<file path="config.mk">
export PLATFORM = sky130hd
export DESIGN_NAME = evcal_decoder
export DESIGN_NICKNAME = d
export VERILOG_FILES = /design/src/rtl/evcal_pkg.sv /design/src/rtl/evcal_decode.sv /design/src/rtl/evcal_cal_ram.sv /design/src/rtl/evcal_time_adj.sv /design/src/rtl/evcal_decoder.sv
export SDC_FILE = /design/constraint.sdc
export NUM_CORES = 1
export LEC_CHECK = 0
export BUFFER_PORTS_ARGS = -buffer_cell sky130_fd_sc_hd__buf_2
export CAP_MARGIN = 20
export CORE_UTILIZATION = 58
export CTS_BUF_LIST = sky130_fd_sc_hd__clkbuf_8
export CTS_CLUSTER_DIAMETER = 50
export DETAILED_ROUTE_END_ITERATION = 6
export GPL_ROUTABILITY_DRIVEN = 0
export PLACE_DENSITY = 0.78
export SLEW_MARGIN = 15
export SYNTH_ARGS = -nofsm -noshare
export SYNTH_HDL_FRONTEND = slang
export SYNTH_SLANG_ARGS = --single-unit
</file>
<file path="constraint.sdc">
create_clock -name clk -period 4.6 [get_ports clk]
set_clock_uncertainty 0.05 [all_clocks]
set_input_delay 0.69 -clock clk [delete_from_list [all_inputs] [get_ports clk]]
set_output_delay 0.69 -clock clk [all_outputs]
set_load 0.005 [all_outputs]
</file>
<file path="src/rtl/evcal_pkg.sv">
package evcal_pkg;

    localparam int ACT_W = 3;
    localparam int DS_W  = 2;
    localparam int CODE_W = 4;

    typedef enum logic [ACT_W-1:0] {
        ACT_DRV_LO  = 3'd0,
        ACT_DRV_HI  = 3'd1,
        ACT_DRV_OFF = 3'd2,
        ACT_CMP_LO  = 3'd3,
        ACT_CMP_HI  = 3'd4,
        ACT_CMP_Z   = 3'd5,
        ACT_CMP_END = 3'd6
    } act_e;

    typedef enum logic [DS_W-1:0] {
        DS_LOW  = 2'd0,
        DS_HIGH = 2'd1,
        DS_OFF  = 2'd2
    } dstate_e;

    typedef enum logic [CODE_W-1:0] {
        EC_DRV_0   = 4'd0,
        EC_DRV_1   = 4'd1,
        EC_DRV_A   = 4'd2,
        EC_DRV_B   = 4'd3,
        EC_DRV_AN  = 4'd4,
        EC_DRV_BN  = 4'd5,
        EC_DRV_OFF = 4'd6,
        EC_SPARE   = 4'd7,
        EC_CMP_0   = 4'd8,
        EC_CMP_1   = 4'd9,
        EC_CMP_A   = 4'd10,
        EC_CMP_B   = 4'd11,
        EC_CMP_AN  = 4'd12,
        EC_CMP_BN  = 4'd13,
        EC_CMP_Z   = 4'd14,
        EC_CMP_END = 4'd15
    } ecode_e;

    function automatic logic act_is_drive(act_e a);
        return (a == ACT_DRV_LO) || (a == ACT_DRV_HI) || (a == ACT_DRV_OFF);
    endfunction

    function automatic dstate_e drive_target(act_e a);
        case (a)
            ACT_DRV_LO: return DS_LOW;
            ACT_DRV_HI: return DS_HIGH;
            default:    return DS_OFF;
        endcase
    endfunction

endpackage

</file>
<file path="src/rtl/evcal_decode.sv">
module evcal_decode
    import evcal_pkg::*;
#(
    parameter int DATA_BITS = 2
) (
    input  logic [CODE_W-1:0] code_i,
    input  logic [1:0]        data_i,
    output act_e              act_o,
    output logic              is_drive_o
);
    logic bit_a;
    logic bit_b;

    assign bit_a = data_i[0];

    generate
        if (DATA_BITS == 1) begin : g_one_bit
            assign bit_b = data_i[0];
        end else begin : g_two_bit
            assign bit_b = data_i[1];
        end
    endgenerate

    always_comb begin
        case (ecode_e'(code_i))
            EC_DRV_0:   act_o = ACT_DRV_LO;
            EC_DRV_1:   act_o = ACT_DRV_HI;
            EC_DRV_A:   act_o = bit_a ? ACT_DRV_HI : ACT_DRV_LO;
            EC_DRV_B:   act_o = bit_b ? ACT_DRV_HI : ACT_DRV_LO;
            EC_DRV_AN:  act_o = bit_a ? ACT_DRV_LO : ACT_DRV_HI;
            EC_DRV_BN:  act_o = bit_b ? ACT_DRV_LO : ACT_DRV_HI;
            EC_DRV_OFF: act_o = ACT_DRV_OFF;
            EC_CMP_0:   act_o = ACT_CMP_LO;
            EC_CMP_1:   act_o = ACT_CMP_HI;
            EC_CMP_A:   act_o = bit_a ? ACT_CMP_HI : ACT_CMP_LO;
            EC_CMP_B:   act_o = bit_b ? ACT_CMP_HI : ACT_CMP_LO;
            EC_CMP_AN:  act_o = bit_a ? ACT_CMP_LO : ACT_CMP_HI;
            EC_CMP_BN:  act_o = bit_b ? ACT_CMP_LO : ACT_CMP_HI;
            EC_CMP_Z:   act_o = ACT_CMP_Z;
            default:    act_o = ACT_CMP_END;
        endcase
    end

    assign is_drive_o = act_is_drive(act_o);

endmodule

</file>
<file path="src/rtl/evcal_cal_ram.sv">
module evcal_cal_ram #(
    parameter int ADDR_W = 5,
    parameter int CAL_W  = 8
) (
    input  logic              clk,
    input  logic              rst,
    input  logic              we_i,
    input  logic [ADDR_W-1:0] waddr_i,
    input  logic [CAL_W-1:0]  wdata_i,
    input  logic [ADDR_W-1:0] raddr_i,
    output logic [CAL_W-1:0]  rdata_o
);
    localparam int DEPTH = 1 << ADDR_W;

    logic [CAL_W-1:0] mem [DEPTH];

    always_ff @(posedge clk) begin
        if (rst) begin
            for (int i = 0; i < DEPTH; i++) begin
                mem[i] <= '0;
            end
        end else if (we_i) begin
            mem[waddr_i] <= wdata_i;
        end
    end

    assign rdata_o = mem[raddr_i];

endmodule

</file>
<file path="src/rtl/evcal_time_adj.sv">
module evcal_time_adj #(
    parameter int TIME_W = 10,
    parameter int CAL_W  = 8
) (
    input  logic [TIME_W-1:0] time_i,
    input  logic [CAL_W-1:0]  off_i,
    output logic [TIME_W:0]   time_o,
    output logic              clamp_o
);
    localparam int SUM_W = TIME_W + 2;

    logic [SUM_W-1:0] sum;

    assign sum = {2'b00, time_i} + {{(SUM_W-CAL_W){off_i[CAL_W-1]}}, off_i};

    always_comb begin
        if (sum[SUM_W-1]) begin
            time_o  = '0;
            clamp_o = 1'b1;
        end else begin
            time_o  = sum[TIME_W:0];
            clamp_o = 1'b0;
        end
    end

endmodule

</file>
<file path="src/rtl/evcal_decoder.sv">
module evcal_decoder
    import evcal_pkg::*;
#(
    parameter int DATA_BITS = 2,
    parameter int TIME_W    = 10,
    parameter int CAL_W     = 8
) (
    input  logic                     clk,
    input  logic                     rst,
    input  logic                     vec_load,
    input  logic [1:0]               vec_data,
    input  logic                     ev_valid,
    input  logic [CODE_W-1:0]        ev_code,
    input  logic [TIME_W-1:0]        ev_time,
    input  logic                     cal_we,
    input  logic [ACT_W+DS_W-1:0]    cal_addr,
    input  logic [CAL_W-1:0]         cal_wdata,
    output logic                     out_valid,
    output logic [ACT_W-1:0]         out_act,
    output logic [DS_W-1:0]          out_from,
    output logic [TIME_W:0]          out_time,
    output logic                     out_clamp
);
    localparam int ADDR_W = ACT_W + DS_W;

    logic [1:0]       data_q;
    dstate_e          ds_q;
    act_e             dec_act;
    logic             dec_drive;
    logic [CAL_W-1:0] cal_word;
    logic [TIME_W:0]  adj_time;
    logic             adj_clamp;

    always_ff @(posedge clk) begin
        if (rst) begin
            data_q <= '0;
        end else if (vec_load) begin
            data_q <= vec_data;
        end
    end

    evcal_decode #(.DATA_BITS(DATA_BITS)) u_decode (
        .code_i     (ev_code),
        .data_i     (data_q),
        .act_o      (dec_act),
        .is_drive_o (dec_drive)
    );

    evcal_cal_ram #(.ADDR_W(ADDR_W), .CAL_W(CAL_W)) u_cal (
        .clk     (clk),
        .rst     (rst),
        .we_i    (cal_we),
        .waddr_i (cal_addr),
        .wdata_i (cal_wdata),
        .raddr_i ({dec_act, ds_q}),
        .rdata_o (cal_word)
    );

    evcal_time_adj #(.TIME_W(TIME_W), .CAL_W(CAL_W)) u_adj (
        .time_i  (ev_time),
        .off_i   (cal_word),
        .time_o  (adj_time),
        .clamp_o (adj_clamp)
    );

    always_ff @(posedge clk) begin
        if (rst) begin
            ds_q <= DS_OFF;
        end else if (ev_valid && dec_drive) begin
            ds_q <= drive_target(dec_act);
        end
    end

    always_ff @(posedge clk) begin
        if (rst) begin
            out_valid <= 1'b0;
            out_act   <= '0;
            out_from  <= DS_OFF;
            out_time  <= '0;
            out_clamp <= 1'b0;
        end else begin
            out_valid <= ev_valid;
            if (ev_valid) begin
                out_act   <= dec_act;
                out_from  <= ds_q;
                out_time  <= adj_time;
                out_clamp <= adj_clamp;
            end
        end
    end

    // the output valid is the input valid one clock later
    a_r9_valid_rise: assert property (@(posedge clk) disable iff (rst)
        ev_valid |=> out_valid);
    a_r9_valid_idle: assert property (@(posedge clk) disable iff (rst)
        !ev_valid |=> !out_valid);

    // no event ever produces the unused action slot
    a_r2_act_legal: assert property (@(posedge clk) disable iff (rst)
        out_valid |-> (out_act != 3'd7));

    // the tracked state moves only after a valid drive-class event
    a_r6_state_hold: assert property (@(posedge clk) disable iff (rst)
        !(ev_valid && dec_drive) |=> $stable(ds_q));

    // the reported from-state is always a legal encoding
    a_r6_from_legal: assert property (@(posedge clk) disable iff (rst)
        out_valid |-> (out_from != 2'd3));

    // a clamped result always reads zero
    a_r8_clamp_zero: assert property (@(posedge clk) disable iff (rst)
        out_clamp |-> (out_time == '0));

    // a non-negative offset never shortens the event time
    a_r8_no_shrink: assert property (@(posedge clk) disable iff (rst)
        (ev_valid && !cal_word[CAL_W-1]) |=> (out_time >= {1'b0, $past(ev_time)}));

endmodule

</file>
==> reports/results.tsv, run 1 <==
stage	metric	value	unit
placed_design	post-dp-hpwl	21.4	mm
layout	areaGrowthSynthToFinish	12.4	%
layout	final_util	67.1	%
detailed_routing	drtAntennaViolNets	0	
clocking	cts_setup_buffers	0	
sta	relSlewSlack	33.9	%
clocking	cts_buffer_depth	3	
floorplanning	dieArea	24200	µm²
clocking	cts.reportedPaths.clkPinSlew	60	ps
worst_hold_path	min_to	data_q[0]	
power_and_ir_drop	p_switching	1540	µW
floorplanning	num_io_pins	52	
clocking	clock_latency	550	ps
logic_synthesis	synth_edf_count	254	
layout	regArea	8070	µm²
sta	layout_min_cycle_time	4230	ps
clocking	cts_tree	built	
critical_path	path_cells	nor3b_1 -> o21ai_1 -> a22oi_4 -> buf_4 -> mux4_2 -> o32ai_1 -> a211oi_1 -> ha_1 -> a21o_1 -> or4_1 -> o311ai_0 -> a21oi_1 -> a211o_1 -> nor3_1 -> a311o_1	
layout	n_antenna_cell	0	
placed_design	io_buffers	51	
power_and_ir_drop	ir_drop	228	µV
floorplanning	rows	55	
power_and_ir_drop	p_int	4220	µW
critical_path	path_max_fanout	8	
logic_synthesis	synth_nets	1077	
critical_path	start_kind	flop	
critical_path	worstSetupPathType	flop to flop	
placed_design	post-place-ws	-73.2	ps
worst_hold_path	min_from	vec_data[0]	
critical_path	critPathArrivalTime	4660	ps
power_and_ir_drop	p_leak	0.00565	µW
logic_synthesis	synth_top_flop_cell	edfxtp_1	
flow_run	maxCapViolations	0	
logic_synthesis	yosysUniqueCellTypes	66	
detailed_routing	via_per_inst	6.00	
logic_synthesis	yosysWarnings	0	
sta	fin_ws	374	ps
status	status	complete, no violations	
global_routing	grt-ovfl-total	0	
logic_synthesis	syn_area	13600	µm²
logic_synthesis	synthDominantCellAreaShare	55.9	%
layout	multiInputGateArea	5210	µm²
clocking	cts_buffers	44	
critical_path	r2r_cells	15	
floorplanning	coreArea	22800	µm²
floorplanning	chipHeight	155	µm
critical_path	r2r_start	data_q[0]	
clocking	root_buffer	clkbuf_8	
logic_synthesis	yosysMostFrequentCell	and2_1	
detailed_routing	drc	0	
global_routing	grt_pass1_vias	8606	
logic_synthesis	synth-async-reset-ratio	0	%
sta	worstMarginPinSlew	981	ps
worst_hold_path	hp-class	input pin to flop	
detailed_routing	drtPass1Iterations	5	
detailed_routing	wl_per_cell	21.3	µm
logic_synthesis	yosys-top-cells-count	257 x and2_1, 254 x edfxtp_1, 64 x nor2_1	
layout	num-fill-cells	1587	
layout	fin_nets	1181	
clocking	cts_sinks	276	
critical_path	required	5040	ps
global_routing	track_usage	26.9	%
logic_synthesis	synth-seq-area-share	59.1	%
sta	rsz0062_at_grt	false	
power_and_ir_drop	power_density	376	nW/µm²
logic_synthesis	syn_inst	1029	
power_and_ir_drop	clockPowerShare	31.3	%
floorplanning	start_util	59.7	%
critical_path	cp-end-kind	flop	
logic_synthesis	ys_seq_elements	276	
worst_hold_path	hold_path_depth	3	
critical_path	rr_endpoint	out_time[9]	
power_and_ir_drop	switching_share	26.8	%
power_and_ir_drop	pwr-share-comb	17.6	%
global_routing	antenna_found_initial	0	
detailed_routing	drt_iter0_drc	919	
critical_path	max_stage_delay	500	ps
clocking	htreeDepth	2	
global_routing	grt_pass1_wl	48.5	mm
sta	hold_viol_final	0	
logic_synthesis	yosysTopAreaCell	edfxtp_1	
sta	finalSetupViolCount	0	
critical_path	ff2ff_setup_slack	370	ps
logic_synthesis	yosys-top-cells-area	edfxtp_1 56%, and2_1 12%, mux4_2 9.4%, dfxtp_1 3.2%, mux2i_1 2.3%	
floorplanning	dieWidth	155	µm
global_routing	grt_start_max_net_pins	42	
sta	fin_crit_sh	91.9	%
critical_path	cp_slowest_cell	dfxtp_1	
logic_synthesis	synth_area_per_cell	13.3	µm²
detailed_routing	via_count	8820	
sta	drv_slew	0	
layout	drive_gt1_share	21.8	%
power_and_ir_drop	pwr-share-seq	51.1	%
detailed_routing	drt_wl_total	31.4	mm
sta	fmaxAchievable	237	MHz
## cell families after synthesis
logic type                 Yosys count  share of synthesized area (%)
muxes                               90                           11.9
DFF                                276                           59.1
AOI/OAI and AO/OA                  115                           6.15
and+or+nand+nor                    449                           18.5
buffers and inverters               80                           2.74
xor gates and xnor gates             5                          0.321
adders and majority gates           14                           1.34
## critical path, delay by kind of cell (launching register included)
kind | cells | cell delay (ps)
mux | 1 | 320
fa+ha+maj | 1 | 360
simple gates | 3 | 890
flops | 1 | 500
buf+inv | 1 | 250
compound gates | 9 | 1800
## power by group through the flow
stage               logic, µW  registers, µW  clock network, µW
floorplan                 654           2970                  0
global placement          979           2990                  0
detailed placement       1000           3000                  0
CTS                      1010           2940               1820
global route             1100           2960               1920
finish                   1020           2950               1800
## worst max path at each step
| stage | cells after the start | endpoint | slack, ps | from |
|---|---|---|---|---|
| global placement | 17 | out_time[8] | -20 | ev_code[2] |
| floorplan | 19 | out_time[8] | 270 | ev_code[1] |
| detailed placement | 16 | out_time[8] | -70 | ev_code[2] |
| CTS | 15 | out_time[8] | 390 | data_q[0] |
| global route | 16 | out_time[5] | 5 | data_q[0] |
| finish | 15 | out_time[9] | 370 | data_q[0] |
## metal layers
layer | wire length (µm) | vias up | track usage, %
met5 | 0 | - | 0
met4 | 945 | 0 | 10.4
met3 | 2650 | 71 | 4.23
met2 | 15000 | 418 | 44.0
met1 | 12700 | 4326 | 36.5
li1 | - | 4005 | -
## sequential cells by signal, summed over array words and instances, names as in the netlist
signal and count:
u_cal.mem 254, out_time 11, out_act 3, data_q 2, ds_q 2, out_from 2
out_clamp 1, out_valid 1
## cells in the final DEF, fill, tap and decap left out, types with 3 or more instances in the layout
cell type,n
and2_1,257
edfxtp_1,254
buf_4,72
nor2_1,64
mux4_2,57
buf_2,51
nand2_1,50
clkbuf_8,45
o21ai_0,38
mux2i_1,31
nand3_1,28
inv_1,24
a21oi_1,20
dfxtp_1,20
nor3_1,13
ha_1,13
clkinv_1,9
a211oi_1,8
and3_1,7
a311o_1,6
buf_12,6
or3_1,5
o221ai_1,5
o32ai_1,5
nor2b_1,4
a21o_1,4
nand3b_1,4
o21ai_1,3
nand2b_1,3
xnor2_1,3
## final cells by class
cell class,instances,area share (%)
clock buffer,45,4.04
multi-input combinational,673,34.0
timing repair buffer,129,5.97
clock inverter,25,0.620
inverter,9,0.220
sequential,276,52.6
tap,313,2.55
## what timing repair did
| action | CTS | global route |
|---|---|---|
| resized for setup | 0 | 1 |
| setup endpoints to repair | 0 | 4 |
| hold buffers | 0 | 0 |
## per-stage QoR
stage | std cells | cell area, µm² | hold WS, ps | power [µW] | setup TNS, ps
final | 1470 | 15300 | 332 | 5770 | 0
after global routing | 1470 | 15300 | 346 | 5970 | 0
after CTS | 1470 | 15300 | 320 | 5770 | 0
after detailed placement | 1400 | 14600 | 415 | 4000 | -244
after global placement | 1400 | 14600 | 399 | 3970 | -18.9
after floorplan | 1029 | 13600 | 416 | 3620 | 0
No activity file was read; power rests on OpenSTA's default activity.
==> run 2, diff against run 1 <==
--- a/config.mk
+++ b/config.mk
@@ -7,12 +7,12 @@
 export LEC_CHECK = 0
 export BUFFER_PORTS_ARGS = -buffer_cell sky130_fd_sc_hd__buf_2
 export CAP_MARGIN = 20
-export CORE_UTILIZATION = 58
-export CTS_BUF_LIST = sky130_fd_sc_hd__clkbuf_8
+export CORE_UTILIZATION = 56
+export CTS_BUF_LIST = sky130_fd_sc_hd__clkbuf_4 sky130_fd_sc_hd__clkbuf_8 sky130_fd_sc_hd__clkbuf_16
 export CTS_CLUSTER_DIAMETER = 50
 export DETAILED_ROUTE_END_ITERATION = 6
 export GPL_ROUTABILITY_DRIVEN = 0
-export PLACE_DENSITY = 0.78
+export PLACE_DENSITY = 0.76
 export SLEW_MARGIN = 15
 export SYNTH_ARGS = -nofsm -noshare
 export SYNTH_HDL_FRONTEND = slang
==> run 2 against run 1 <==
Sequential share of layout area fell by 0.57 points. Utilization decreased by 1.7 points. Register-to-register slack worse by 20 ps. Critical endpoint is now out_time[8]. Largest cell class unchanged.
==> reports/results.tsv, run 2 (synthesized netlist as in run 1, its figures left out) <==
stage	metric	value	unit
status	status	complete, no violations	
power_and_ir_drop	ir_drop	262	µV
layout	drive_gt1_share	21.1	%
sta	worstMarginPinSlew	1110	ps
sta	rsz0062_at_grt	false	
detailed_routing	via_count	8605	
critical_path	r2r_cells	14	
critical_path	cp-end-kind	flop	
critical_path	worstSetupPathType	flop to flop	
worst_hold_path	min_from	vec_data[1]	
clocking	root_buffer	clkbuf_16	
critical_path	required	4990	ps
sta	finalSetupViolCount	0	
global_routing	grt_pass1_wl	47.8	mm
layout	areaGrowthSynthToFinish	13.6	%
detailed_routing	drc	0	
critical_path	max_stage_delay	530	ps
layout	fin_nets	1151	
layout	mostFrequentLayoutCells	257 x and2_1, 254 x edfxtp_1, 64 x nor2_1, 57 x mux4_2	
critical_path	path_max_fanout	13	
clocking	clock_latency	570	ps
worst_hold_path	hold_path_depth	3	
sta	hold_viol_final	0	
sta	drv_slew	0	
detailed_routing	drt_iter0_drc	966	
critical_path	rr_endpoint	out_time[8]	
sta	whs	316	ps
floorplanning	num_io_pins	52	
sta	fin_ws	352	ps
placed_design	post-place-ws	-56.0	ps
critical_path	critPathBufInv	1	
global_routing	grt_start_max_net_pins	42	
layout	num-fill-cells	1744	
layout	layout_commonest_cell	and2_1	
global_routing	track_usage	25.7	%
flow_run	maxCapViolations	0	
clocking	htreeDepth	1	
placed_design	dp_cells	1387	
global_routing	grt_pass1_vias	8387	
detailed_routing	drt_wl_total	31.0	mm
sta	fin_crit_sh	92.4	%
critical_path	cp_slowest_cell	o32ai_1	
detailed_routing	wl_met1	13.3	mm
floorplanning	dieArea	25000	µm²
placed_design	place_area	14500	µm²
critical_path	critPathArrivalTime	4640	ps
sta	relSlewSlack	25.1	%
power_and_ir_drop	power_density	412	nW/µm²
detailed_routing	drtAntennaViolNets	0	
clocking	cts_hold_buffers	0	
layout	regArea	8070	µm²
floorplanning	coreArea	23700	µm²
detailed_routing	wl_met2	15.0	mm
layout	instances_no_fill	1445	
global_routing	grt-ovfl-total	0	
sta	layout_min_cycle_time	4250	ps
detailed_routing	wl_met3	1.92	mm
layout	reg_top3	u_cal.mem x254, out_time x11, out_act x3	
critical_path	path_cells	mux2i_1 -> mux2i_1 -> mux2i_1 -> buf_4 -> nand3_1 -> o32ai_1 -> a211oi_1 -> ha_1 -> and2_1 -> and3_1 -> a211o_1 -> nand2_1 -> nor4_1 -> a311o_1	
clocking	cts_tree	built	
floorplanning	start_util	57.6	%
global_routing	antenna_found_initial	0	
critical_path	ff2ff_setup_slack	350	ps
power_and_ir_drop	power	6390	µW
power_and_ir_drop	p_leak	0.00564	µW
critical_path	cp_common_cell	mux2i_1	
layout	largest_reg_flops	254	
clocking	cts_sinks	276	
sta	fmaxAchievable	235	MHz
critical_path	path_delay_family	compound AO/OA/AOI/OAI gates	
layout	fin_area	15500	µm²
clocking	cts_buffer_depth	3	
placed_design	post-dp-hpwl	20.8	mm
detailed_routing	via_per_inst	5.96	
layout	top_register	u_cal.mem	
layout	n_antenna_cell	0	
floorplanning	chipHeight	158	µm
placed_design	io_buffers	51	
critical_path	r2r_start	data_q[0]	
worst_hold_path	hp-class	input pin to flop	
detailed_routing	drtPass1Iterations	5	
floorplanning	rows	56	
layout	multiInputGateArea	5210	µm²
detailed_routing	wl_per_cell	21.5	µm
clocking	cts.reportedPaths.clkPinSlew	60	ps
critical_path	start_kind	flop	
clocking	cts_buffers	31	
worst_hold_path	min_to	data_q[1]	
detailed_routing	highest_layer	met4	
floorplanning	dieWidth	158	µm
[run 2: cell count changes in the layout (fill, tap and decap cells not counted), moves of 2 or more]
cell        previous run  this run
clkinv_1               9         6
clkbuf_8              45         0
buf_2                 51        53
clkbuf_16              0        31
buf_4                 72        53
clkbuf_4               0         5
inv_1                 24         9
clkinv_2               1         3
inv_8                  0         2
bufinv_16              0         3
clkinvlp_4             0         3
[run 2: worst register-to-register path, cell delays in order, from the launching register on]
cell	delay [ps]
dfxtp_1	510
mux2i_1	290
mux2i_1	120
mux2i_1	260
buf_4	220
nand3_1	200
o32ai_1	530
a211oi_1	130
ha_1	340
and2_1	220
and3_1	220
a211o_1	480
nand2_1	160
nor4_1	60
a311o_1	330
[run 2: per-layer routing]
metal	global-route usage [%]	up-vias
li1	-	3952
met1	35.5	4280
met2	42.6	321
met3	3.12	52
met4	8.06	0
met5	0	-
[run 2: worst max path at each step]
| stage | startpoint | end | slack (ps) | depth (start not counted) |
|---|---|---|---|---|
| after floorplan | ev_code[1] | out_time[8] | 270 | 19 |
| after global placement | ev_code[2] | out_time[8] | 1 | 16 |
| after detailed placement | ev_code[2] | out_time[8] | -60 | 16 |
| after CTS | data_q[0] | out_time[9] | 350 | 15 |
| after global routing | data_q[0] | out_time[8] | 30 | 17 |
| final | data_q[0] | out_time[8] | 350 | 14 |
[run 2: final cells by class]
type                    instances  area share (%)
clock buffers                  36            5.24
well taps                     319            2.57
repair buffers                112            4.95
clock inverters                20            1.36
flip-flops and latches        276            52.1
multi-input cells             673            33.6
inverters                       9           0.218
[run 2: report_power, final]
part	switching [µW]	leakage, µW	internal, µW	total [µW]
clock network	1020	0.000500	1450	2460
logic	562	0.00254	422	984
registers	63.3	0.00260	2890	2950
[run 2: repair_timing]
item | in CTS | in global routing
endpoints found under the setup margin | 0 | 3
resized for setup | 0 | 1
buffers inserted | 0 | 0
[run 2: metrics by stage]
step / utilization [%] / TNS [ps]
global placement: 61.1 / 0
CTS: 65.4 / 0
detailed placement: 61.1 / -205
global route: 65.5 / 0
floorplan: - / 0
finish: 65.5 / 0
==> run 3, diff against run 2 <==
--- a/config.mk
+++ b/config.mk
@@ -9,9 +9,10 @@
 export CAP_MARGIN = 20
 export CORE_UTILIZATION = 56
 export CTS_BUF_LIST = sky130_fd_sc_hd__clkbuf_4 sky130_fd_sc_hd__clkbuf_8 sky130_fd_sc_hd__clkbuf_16
-export CTS_CLUSTER_DIAMETER = 50
+export CTS_CLUSTER_DIAMETER = 120
 export DETAILED_ROUTE_END_ITERATION = 6
 export GPL_ROUTABILITY_DRIVEN = 0
+export MAX_ROUTING_LAYER = met4
 export PLACE_DENSITY = 0.76
 export SLEW_MARGIN = 15
 export SYNTH_ARGS = -nofsm -noshare
==> run 3 against run 2 <==
Cell count is 0.28% lower. Utilization decreased by 0.49 points. Critical path depth is the same. Worst hold slack improved by 14 ps. Setup slack better by 39 ps. Flip-flop and latch count unchanged. Cell area fell by 0.75%. Total power is 3.6% lower. Register-to-register slack better by 40 ps. Clock-buffer cell count stayed put. Global-route usage increased by 0.60 points. First-iteration DRC count down 11%. Largest power group unchanged. Highest routed layer unchanged.
==> reports/results.tsv, run 3 (synthesized netlist as in run 1, its figures left out) <==
stage	metric	value	unit
status	status	complete, no violations	
clocking	cts_buffer_depth	3	
global_routing	grt_pass1_wl	47.2	mm
global_routing	grt_start_max_net_pins	42	
clocking	clock_latency	550	ps
sta	hold_viol_final	0	
critical_path	worstSetupPathType	flop to flop	
worst_hold_path	hp-class	input pin to flop	
clocking	cts_hold_buffers	0	
worst_hold_path	min_from	vec_data[1]	
critical_path	path_delay_family	compound AO/OA/AOI/OAI gates	
global_routing	track_usage	26.3	%
flow_run	maxCapViolations	0	
global_routing	antenna_found_initial	1	
clocking	cts.reportedPaths.clkPinSlew	60	ps
detailed_routing	via_count	8541	
layout	top_register	u_cal.mem	
layout	reg_top3	u_cal.mem x254, out_time x11, out_act x3	
critical_path	cp_slowest_cell	o32ai_1	
sta	fmaxAchievable	238	MHz
layout	mostFrequentLayoutCells	257 x and2_1, 254 x edfxtp_1, 64 x nor2_1, 57 x mux4_2	
critical_path	cp-end-kind	flop	
clocking	htreeDepth	1	
floorplanning	chipHeight	158	µm
sta	fin_crit_sh	91.5	%
floorplanning	num_io_pins	52	
floorplanning	dieArea	25000	µm²
layout	drive_gt1_share	21.0	%
global_routing	grt-ovfl-total	0	
clocking	cts_sinks	276	
placed_design	io_buffers	51	
critical_path	rr_endpoint	out_time[8]	
floorplanning	coreArea	23700	µm²
clocking	cts_resized	0	
global_routing	grt_pass1_vias	8336	
sta	drv_slew	0	
floorplanning	start_util	57.6	%
worst_hold_path	min_to	data_q[1]	
critical_path	r2r_start	data_q[0]	
detailed_routing	drt_iter0_drc	864	
critical_path	cp.depth	14	
power_and_ir_drop	p_leak	0.00559	µW
critical_path	critPathBufInv	1	
clocking	cts_buffers	28	
critical_path	cp_common_cell	mux2i_1	
sta	layout_min_cycle_time	4210	ps
critical_path	path_cells	mux2i_1 -> mux2i_1 -> mux2i_1 -> buf_4 -> nand3_1 -> o32ai_1 -> a211oi_1 -> ha_1 -> and2_1 -> and3_1 -> a211o_1 -> nand2_1 -> nor4_1 -> a311o_1	
critical_path	start_kind	flop	
floorplanning	dieWidth	158	µm
layout	fin_nets	1148	
detailed_routing	via_per_inst	5.93	
sta	finalSetupViolCount	0	
layout	largest_reg_flops	254	
clocking	root_buffer	clkbuf_16	
detailed_routing	wl_per_cell	21.3	µm
critical_path	ff2ff_setup_slack	390	ps
placed_design	post-dp-hpwl	20.8	mm
power_and_ir_drop	ir_drop	275	µV
critical_path	max_stage_delay	530	ps
clocking	cts_setup_buffers	0	
detailed_routing	drtAntennaViolNets	0	
critical_path	required	4980	ps
clocking	cts_tree	built	
layout	areaGrowthSynthToFinish	12.8	%
sta	rsz0062_at_grt	false	
sta	relSlewSlack	24.5	%
layout	num-fill-cells	1755	
layout	layout_commonest_cell	and2_1	
power_and_ir_drop	power_density	401	nW/µm²
critical_path	r2r_cells	14	
detailed_routing	drc	0	
critical_path	critPathArrivalTime	4590	ps
critical_path	path_max_fanout	13	
floorplanning	rows	56	
layout	final_util	65.0	%
detailed_routing	drt_wl_total	30.7	mm
detailed_routing	drtPass1Iterations	5	
sta	worstMarginPinSlew	1120	ps
power_and_ir_drop	power	6170	µW
worst_hold_path	hold_path_depth	3	
-- run 3: changes by cell type in the layout (fill, tap and decap cells not counted), moves of 2 or more --
cell | before | now
clkinv_1 | 6 | 4
clkbuf_16 | 31 | 28
clkinvlp_4 | 3 | 1
clkbuf_4 | 5 | 8
-- run 3: how the worst max path moves through the flow --
stage	start	to	slack, ps
after floorplan	ev_code[1]	out_time[8]	270
after global placement	ev_code[2]	out_time[8]	1
after detailed placement	ev_code[2]	out_time[8]	-60
after CTS	data_q[0]	out_time[8]	390
after global routing	data_q[0]	out_time[8]	60
final	data_q[0]	out_time[8]	390
-- run 3: final cells by class --
| class | instances | area [µm²] | share of cell area, % |
|---|---|---|---|
| Inverter | 9 | 33.8 | 0.220 |
| Antenna cell | 1 | 2.50 | 0.0163 |
| Clock inverter | 15 | 144 | 0.935 |
| Clock buffer | 36 | 761 | 4.94 |
| Tap cell | 319 | 399 | 2.59 |
| Sequential cell | 276 | 8070 | 52.5 |
| Timing Repair Buffer | 112 | 768 | 4.99 |
| Multi-Input combinational cell | 673 | 5210 | 33.8 |
-- run 3: layer usage --
layer,GRT usage [%],vias to the layer above,share of wire (%)
met5,-,-,0
met4,7.83,0,2.6
met3,5.06,57,7.9
met2,41.9,330,48
met1,34.4,4213,41
li1,-,3941,-
-- run 3: tightest hold or removal path, cell delays in order --
cell and delay, ps:
buf_2 70, mux2i_1 60, nor2_1 70
-- run 3: through the flow --
stage | std cells | hold slack (ps) | instance area, µm² | setup TNS [ps] | setup WS, ps
6_report | 1441 | 330 | 15400 | 0 | 391
5_1_grt | 1441 | 341 | 15400 | 0 | 59.7
4_1_cts | 1438 | 316 | 15400 | 0 | 390
3_5_place_dp | 1387 | 420 | 14500 | -205 | -56.0
3_3_place_gp | 1386 | 410 | 14500 | 0 | 1.08
2_1_floorplan | 1029 | 416 | 13600 | 0 | 274
-- run 3: power breakdown --
part           total (µW)  internal, µW  switching, µW
sequential           2950          2880           62.6
clock                2240          1290            954
combinational         980           422            558
